===== config.mk =====
export PLATFORM = sky130hd
export DESIGN_NAME = wdog_timer
export DESIGN_NICKNAME = d
export VERILOG_FILES = /design/src/rtl/wdog_pkg.sv /design/src/rtl/wdog_regs.sv /design/src/rtl/wdog_prescaler.sv /design/src/rtl/wdog_counter.sv /design/src/rtl/wdog_event.sv /design/src/rtl/wdog_timer.sv
export SDC_FILE = /design/constraint.sdc
export NUM_CORES = 1
export LEC_CHECK = 0
export BUFFER_PORTS_ARGS = -buffer_cell sky130_fd_sc_hd__buf_4
export CORE_MARGIN = 2
export CORE_UTILIZATION = 45
export DETAILED_ROUTE_END_ITERATION = 16
export HOLD_SLACK_MARGIN = 0.05
export RECOVER_POWER = 50
export SLEW_MARGIN = 20
export SYNTH_ARGS = -nofsm -noshare
export SYNTH_HDL_FRONTEND = slang
export SYNTH_SLANG_ARGS = --single-unit

===== constraint.sdc =====
create_clock -name clk -period 3.1 [get_ports clk]
set_input_delay 0.93 -clock clk [delete_from_list [all_inputs] [get_ports clk]]
set_output_delay 0.93 -clock clk [all_outputs]
set_load 0.01 [all_outputs]

===== src/rtl/wdog_pkg.sv =====
package wdog_pkg;
  localparam int DATA_W    = 16;
  localparam int ADDR_W    = 2;
  localparam int PRE_W     = 8;
  localparam int SEL_W     = 2;

  localparam logic [ADDR_W-1:0] A_CTRL   = 2'd0;
  localparam logic [ADDR_W-1:0] A_RELOAD = 2'd1;
  localparam logic [ADDR_W-1:0] A_COUNT  = 2'd2;

  localparam int B_EN     = 0;
  localparam int B_IRQEN  = 1;
  localparam int B_RSTEN  = 2;
  localparam int B_SEL    = 4;
  localparam int B_PSC    = 8;

  typedef struct packed {
    logic [PRE_W-1:0] psc;
    logic [SEL_W-1:0] sel;
    logic             rst_en;
    logic             irq_en;
    logic             en;
  } wdog_ctrl_t;
endpackage


===== src/rtl/wdog_regs.sv =====
module wdog_regs
  import wdog_pkg::*;
#(
  parameter logic [DATA_W-1:0] RESET_LOAD = 16'h8000
) (
  input  logic              clk,
  input  logic              rst,
  input  logic [ADDR_W-1:0] addr,
  input  logic              we,
  input  logic [DATA_W-1:0] wdata,
  input  logic [DATA_W-1:0] count_val,
  output logic [DATA_W-1:0] rdata,
  output wdog_ctrl_t        ctl,
  output logic [DATA_W-1:0] reload,
  output logic              kick,
  output logic [DATA_W-1:0] kick_val
);
  logic [DATA_W-1:0] ctl_word;
  logic [DATA_W-1:0] rd_mux;

  always_ff @(posedge clk) begin
    if (rst) begin
      ctl    <= '0;
      reload <= RESET_LOAD;
    end else if (we) begin
      if (addr == A_CTRL) begin
        ctl.en     <= wdata[B_EN];
        ctl.irq_en <= wdata[B_IRQEN];
        ctl.rst_en <= wdata[B_RSTEN];
        ctl.sel    <= wdata[B_SEL +: SEL_W];
        ctl.psc    <= wdata[B_PSC +: PRE_W];
      end else if (addr == A_RELOAD) begin
        reload <= wdata;
      end
    end
  end

  always_comb begin
    ctl_word                  = '0;
    ctl_word[B_EN]            = ctl.en;
    ctl_word[B_IRQEN]         = ctl.irq_en;
    ctl_word[B_RSTEN]         = ctl.rst_en;
    ctl_word[B_SEL +: SEL_W]  = ctl.sel;
    ctl_word[B_PSC +: PRE_W]  = ctl.psc;
  end

  always_comb begin
    case (addr)
      A_CTRL:   rd_mux = ctl_word;
      A_RELOAD: rd_mux = reload;
      A_COUNT:  rd_mux = count_val;
      default:  rd_mux = '0;
    endcase
  end

  always_ff @(posedge clk) begin
    if (rst) rdata <= '0;
    else     rdata <= rd_mux;
  end

  assign kick     = we && (addr == A_COUNT);
  assign kick_val = wdata;
endmodule


===== src/rtl/wdog_prescaler.sv =====
module wdog_prescaler #(
  parameter int PRE_W         = 8,
  parameter int SEL_W         = 2,
  parameter int POST_BASE_LOG = 4
) (
  input  logic             clk,
  input  logic             rst,
  input  logic             run,
  input  logic             restart,
  input  logic [PRE_W-1:0] psc,
  input  logic [SEL_W-1:0] sel,
  output logic             tick
);
  localparam int SEL_SPAN = (1 << SEL_W) - 1;
  localparam int POST_W   = POST_BASE_LOG + SEL_SPAN;

  logic [PRE_W-1:0]  pre_cnt;
  logic [POST_W-1:0] post_cnt;
  logic [POST_W-1:0] post_lim;
  logic [SEL_W-1:0]  shamt;
  logic              pre_last;
  logic              post_last;

  assign shamt     = SEL_W'(SEL_SPAN) - sel;
  assign post_lim  = {POST_W{1'b1}} >> shamt;
  assign pre_last  = (pre_cnt == psc);
  assign post_last = (post_cnt == post_lim);
  assign tick      = run && !restart && pre_last && post_last;

  always_ff @(posedge clk) begin
    if (rst || restart || !run) begin
      pre_cnt  <= '0;
      post_cnt <= '0;
    end else if (pre_last) begin
      pre_cnt  <= '0;
      post_cnt <= post_last ? '0 : post_cnt + 1'b1;
    end else begin
      pre_cnt  <= pre_cnt + 1'b1;
    end
  end
endmodule


===== src/rtl/wdog_counter.sv =====
module wdog_counter #(
  parameter int              CNT_W      = 16,
  parameter logic [CNT_W-1:0] RESET_LOAD = 16'h8000
) (
  input  logic             clk,
  input  logic             rst,
  input  logic             tick,
  input  logic             kick,
  input  logic [CNT_W-1:0] kick_val,
  input  logic [CNT_W-1:0] reload,
  output logic [CNT_W-1:0] cnt,
  output logic             expire
);
  assign expire = tick && (cnt == '0);

  always_ff @(posedge clk) begin
    if (rst)         cnt <= RESET_LOAD;
    else if (kick)   cnt <= kick_val;
    else if (expire) cnt <= reload;
    else if (tick)   cnt <= cnt - 1'b1;
  end
endmodule


===== src/rtl/wdog_event.sv =====
module wdog_event #(
  parameter int RST_PULSE = 4
) (
  input  logic clk,
  input  logic rst,
  input  logic expire,
  input  logic irq_en,
  input  logic rst_en,
  output logic irq,
  output logic rst_req
);
  localparam int LEFT_W = $clog2(RST_PULSE + 1);

  logic [LEFT_W-1:0] left;

  always_ff @(posedge clk) begin
    if (rst) irq <= 1'b0;
    else     irq <= expire && irq_en;
  end

  always_ff @(posedge clk) begin
    if (rst || !rst_en)  left <= '0;
    else if (expire)     left <= LEFT_W'(RST_PULSE);
    else if (left != '0) left <= left - 1'b1;
  end

  assign rst_req = (left != '0);
endmodule


===== src/rtl/wdog_timer.sv =====
module wdog_timer
  import wdog_pkg::*;
#(
  parameter int                RST_PULSE     = 4,
  parameter int                POST_BASE_LOG = 4,
  parameter logic [DATA_W-1:0] RESET_LOAD    = 16'h8000
) (
  input  logic              clk,
  input  logic              rst,
  input  logic [ADDR_W-1:0] bus_addr,
  input  logic              bus_we,
  input  logic [DATA_W-1:0] bus_wdata,
  output logic [DATA_W-1:0] bus_rdata,
  output logic              irq,
  output logic              rst_req
);
  wdog_ctrl_t        ctl;
  logic [DATA_W-1:0] reload_q;
  logic [DATA_W-1:0] cnt_q;
  logic [DATA_W-1:0] kick_val;
  logic              kick;
  logic              tick;
  logic              expire;
  logic              ctl_en;
  logic              ctl_irq_en;
  logic              ctl_rst_en;

  assign ctl_en     = ctl.en;
  assign ctl_irq_en = ctl.irq_en;
  assign ctl_rst_en = ctl.rst_en;

  wdog_regs #(.RESET_LOAD(RESET_LOAD)) u_regs (
    .clk(clk), .rst(rst), .addr(bus_addr), .we(bus_we), .wdata(bus_wdata),
    .count_val(cnt_q), .rdata(bus_rdata), .ctl(ctl), .reload(reload_q),
    .kick(kick), .kick_val(kick_val)
  );

  wdog_prescaler #(.PRE_W(PRE_W), .SEL_W(SEL_W), .POST_BASE_LOG(POST_BASE_LOG)) u_pre (
    .clk(clk), .rst(rst), .run(ctl_en), .restart(kick),
    .psc(ctl.psc), .sel(ctl.sel), .tick(tick)
  );

  wdog_counter #(.CNT_W(DATA_W), .RESET_LOAD(RESET_LOAD)) u_cnt (
    .clk(clk), .rst(rst), .tick(tick), .kick(kick), .kick_val(kick_val),
    .reload(reload_q), .cnt(cnt_q), .expire(expire)
  );

  wdog_event #(.RST_PULSE(RST_PULSE)) u_evt (
    .clk(clk), .rst(rst), .expire(expire), .irq_en(ctl_irq_en),
    .rst_en(ctl_rst_en), .irq(irq), .rst_req(rst_req)
  );
endmodule


==> results.json <==
{
  "synth_edf_count": 0,
  "power.density_nw_per_um2": 522,
  "wire_per_inst_um": 15.7,
  "drt_iter0_drc": 139,
  "path_class": "in -> reg",
  "relSlewSlack_pct": 42.4,
  "avgSynthCellArea_um2": 8.04,
  "critPathTopFamily": "buffers and inverters",
  "fp.dieH_um": 95.8,
  "drtPass1Iterations": 4,
  "grt-ovfl-total": 0,
  "top_layer": "met4",
  "routed-wl-met2_mm": 4.39,
  "ctsHoldBuffers": 0,
  "cp-start-kind": "input port",
  "power.leakage_nw": 1.65,
  "synthCells": 471,
  "fmax_mhz": 370,
  "port_buffers": 38,
  "yosysTopAreaCell": "dfxtp_1",
  "syn-num-nets": 498,
  "worstPathMaxFanout": 17,
  "wl_met3_um": 619,
  "syn-cell-area_um2": 3790,
  "vias_per_cell": 5.47,
  "p_comb_share_pct": 11.1,
  "status": "completed",
  "cts_root_buf": "clkbuf_8",
  "routabilityCongestion": 0.825,
  "fin_tns_setup_ns": 0,
  "core_area_um2": 8180,
  "drive_gt1_share_pct": 9.09,
  "synth-seq-cells": 80,
  "slew_violations": 0,
  "synth_top_cells_by_area": "dfxtp_1 (42%), nand2_1 (7.3%), nor2_1 (7.0%), a21oi_1 (6.3%), mux2i_1 (5.0%)",
  "grt_pass1_wl_mm": 15.9,
  "syn_to_final_growth_pct": 14.1,
  "fill_cells": 824,
  "core.rowCount": 33,
  "cts_tree": "built",
  "drv_cap": 0,
  "clockBufferDepth": 2,
  "ys_types": 46,
  "post-dp-hpwl_mm": 6.79,
  "cp.buffers_inverters": 2,
  "grt_pass1_vias": 3079,
  "worst_pin_slew_ns": 0.865,
  "postCtsResizedCells": 0,
  "clock_latency_ns": 0.35,
  "post_cts_buffers": 0,
  "via_count": 3340,
  "crit_required_ns": 3.32,
  "skew_ns": 0.0140,
  "seqPwrFrac_pct": 48.1,
  "async_reset_ff_share_pct": 0,
  "cts_sinks": 80,
  "cellInternalPower_mw": 1.69,
  "yosysTopAreaCellShare_pct": 42.3,
  "worst_path_max_delay_cell": "clkbuf_1",
  "wirelength_mm": 9.62,
  "drc": 0,
  "numCtsBuffers": 9,
  "clk_transition_reported_paths_ns": 0.09,
  "ant_nets": 0,
  "finalHoldViolCount": 0,
  "power.total_mw": 2.25,
  "swShare_pct": 24.9,
  "grt_max_degree": 35,
  "io_pins": 39,
  "rsz0062_at_grt": "no",
  "die_w_um": 95.8,
  "hp-class": "reg -> reg",
  "layout_min_cycle_time_ns": 2.71,
  "netSwitchingPower_uw": 561,
  "grt_antenna_before_repair": 0,
  "yosysSeqAreaShare_pct": 42.3,
  "cts_htree_levels": 3,
  "antenna_cells": 0,
  "cp.arrival_ns": 2.93,
  "dieArea_um2": 9170,
  "wl_met1_mm": 4.55,
  "initial_core_util_pct": 46.3,
  "peakVddDrop_v": 0.000217,
  "setup_viol_count_final": 0,
  "clkPwrFrac_pct": 40.8,
  "synthFlopType": "dfxtp_1",
  "crit_chain": "clkbuf_1, nor2b_1, clkbuf_1, nand2_1, nand2_1, a21oi_1",
  "cp_slowest_stage_delay_ns": 0.63,
  "min_period_over_period_pct": 87.3,
  "critPathCaptureType": "flop",
  "grt_use_total_pct": 22.8,
  "synth_warnings": 0,
  "fin_nets": 528,
  "whs_ns": 0.478
}
power by group through the flow:
stage	registers, mW	clock network (mW)	logic (mW)
floorplan	1.10	0	0.179
finish	1.08	0.920	0.251
global route	1.09	0.981	0.279
detailed placement	1.11	0	0.254
CTS	1.08	0.933	0.256
global placement	1.11	0	0.253
routing by layer:
| metal | track usage [%] | vias to the layer above |
|---|---|---|
| li1 | - | 1682 |
| met1 | 31.6 | 1560 |
| met2 | 35.8 | 92 |
| met3 | 5.09 | 6 |
| met4 | 5.95 | 0 |
| met5 | 0 | - |
registers in the layout, summed over array words and instances (netlist names):
| name | cells |
|---|---|
| u_pre.pre_cnt | 8 |
| u_regs.reload | 16 |
| u_cnt.cnt | 16 |
| u_regs.rdata | 16 |
| u_pre.post_cnt | 7 |
| u_evt.left | 3 |
| u_evt.irq | 1 |
| u_regs.ctl | 13 |
synthesized netlist by cell type (2+ instances only):
library cell	number
a211oi_1	11
a21oi_1	48
a221o_1	5
a22oi_1	3
a311oi_1	2
a31oi_1	2
and2_1	3
and3_1	5
buf_1	2
clkbuf_1	25
dfxtp_1	80
ha_1	6
inv_1	9
mux2i_1	19
nand2_1	74
nand2b_1	2
nand3_1	14
nand3b_1	2
nand4_1	6
nor2_1	71
nor2b_1	2
nor3_1	11
nor3b_1	4
nor4_1	3
o211ai_1	2
o21ai_0	6
or3_1	4
or4_1	6
xnor2_1	19
xor2_1	9
placed cells by master, fill, tap and decap left out, types with 3 or more instances in the layout:
cell       synthesis  final
a211oi_1          11     11
o21ai_0            6      6
inv_1              9      9
xor2_1             9      9
nand2_1           74     74
nor2_1            71     71
bufinv_16          0      3
and3_1             5      5
dfxtp_1           80     80
clkbuf_1          25     22
nand3_1           14     14
nand4_1            6      6
and2_1             3      3
buf_4              0     27
nor4_1             3      3
or4_1              6      6
clkbuf_8           0      9
ha_1               6      6
or3_1              4      4
mux2i_1           19     19
a21oi_1           48     48
nor3_1            11     11
xnor2_1           19     19
nor3b_1            4      4
a22oi_1            3      3
a221o_1            5      5
stage by stage:
step / cell area [um^2] / std cells / setup WS [ns] / utilization (%)
after floorplan: 3790 / 471 / 0.692 / -
after global placement: 4160 / 595 / 0.620 / 50.9
after detailed placement: 4160 / 595 / 0.556 / 50.9
after CTS: 4400 / 611 / 0.577 / 53.8
after global routing: 4320 / 611 / 0.229 / 52.9
final: 4320 / 611 / 0.394 / 52.9
cell type report:
cell class                 count  area, um^2  share of cell area [%]
multi-input combinational    354        2040                    47.2
inverter                       9        33.8                   0.782
sequential                    80        1600                    37.1
tap                          105         131                    3.04
timing repair buffer          47         278                    6.43
clock inverter                 5         105                    2.43
clock buffer                  11         131                    3.04
final timing paths:
kind,startpoint,end,slack (ns),cells past startpoint
min reg2reg,u_regs.ctl[1]$_SDFFE_PP0P_,u_regs.ctl[1]$_SDFFE_PP0P_,0.48,2
min,u_regs.ctl[1]$_SDFFE_PP0P_,u_regs.ctl[1]$_SDFFE_PP0P_,0.48,2
max reg2reg,u_cnt.cnt[0]$_SDFFE_PP0P_,u_cnt.cnt[12]$_SDFFE_PP0P_,0.57,7
max,bus_addr[0],u_regs.reload[14]$_SDFFE_PP0P_,0.39,6
cell families after synthesis:
kind of cell             Yosys count  synth area share [%]
buffers and inverters             37                  3.86
flip-flops                        80                  42.3
multiplexers                      19                  5.02
XOR/XNOR                          28                  6.47
AO/OA/AOI/OAI                     87                  14.1
adder cells (fa/ha/maj)            6                  1.98
AND/OR/NAND/NOR                  214                  26.3
worst min-delay path, cell delays in order, from the launching register on:
cell and delay [ns]:
dfxtp_1 0.33, nand2_1 0.05, a21oi_1 0.05
Note: power is estimated with default switching activity, not from simulation.
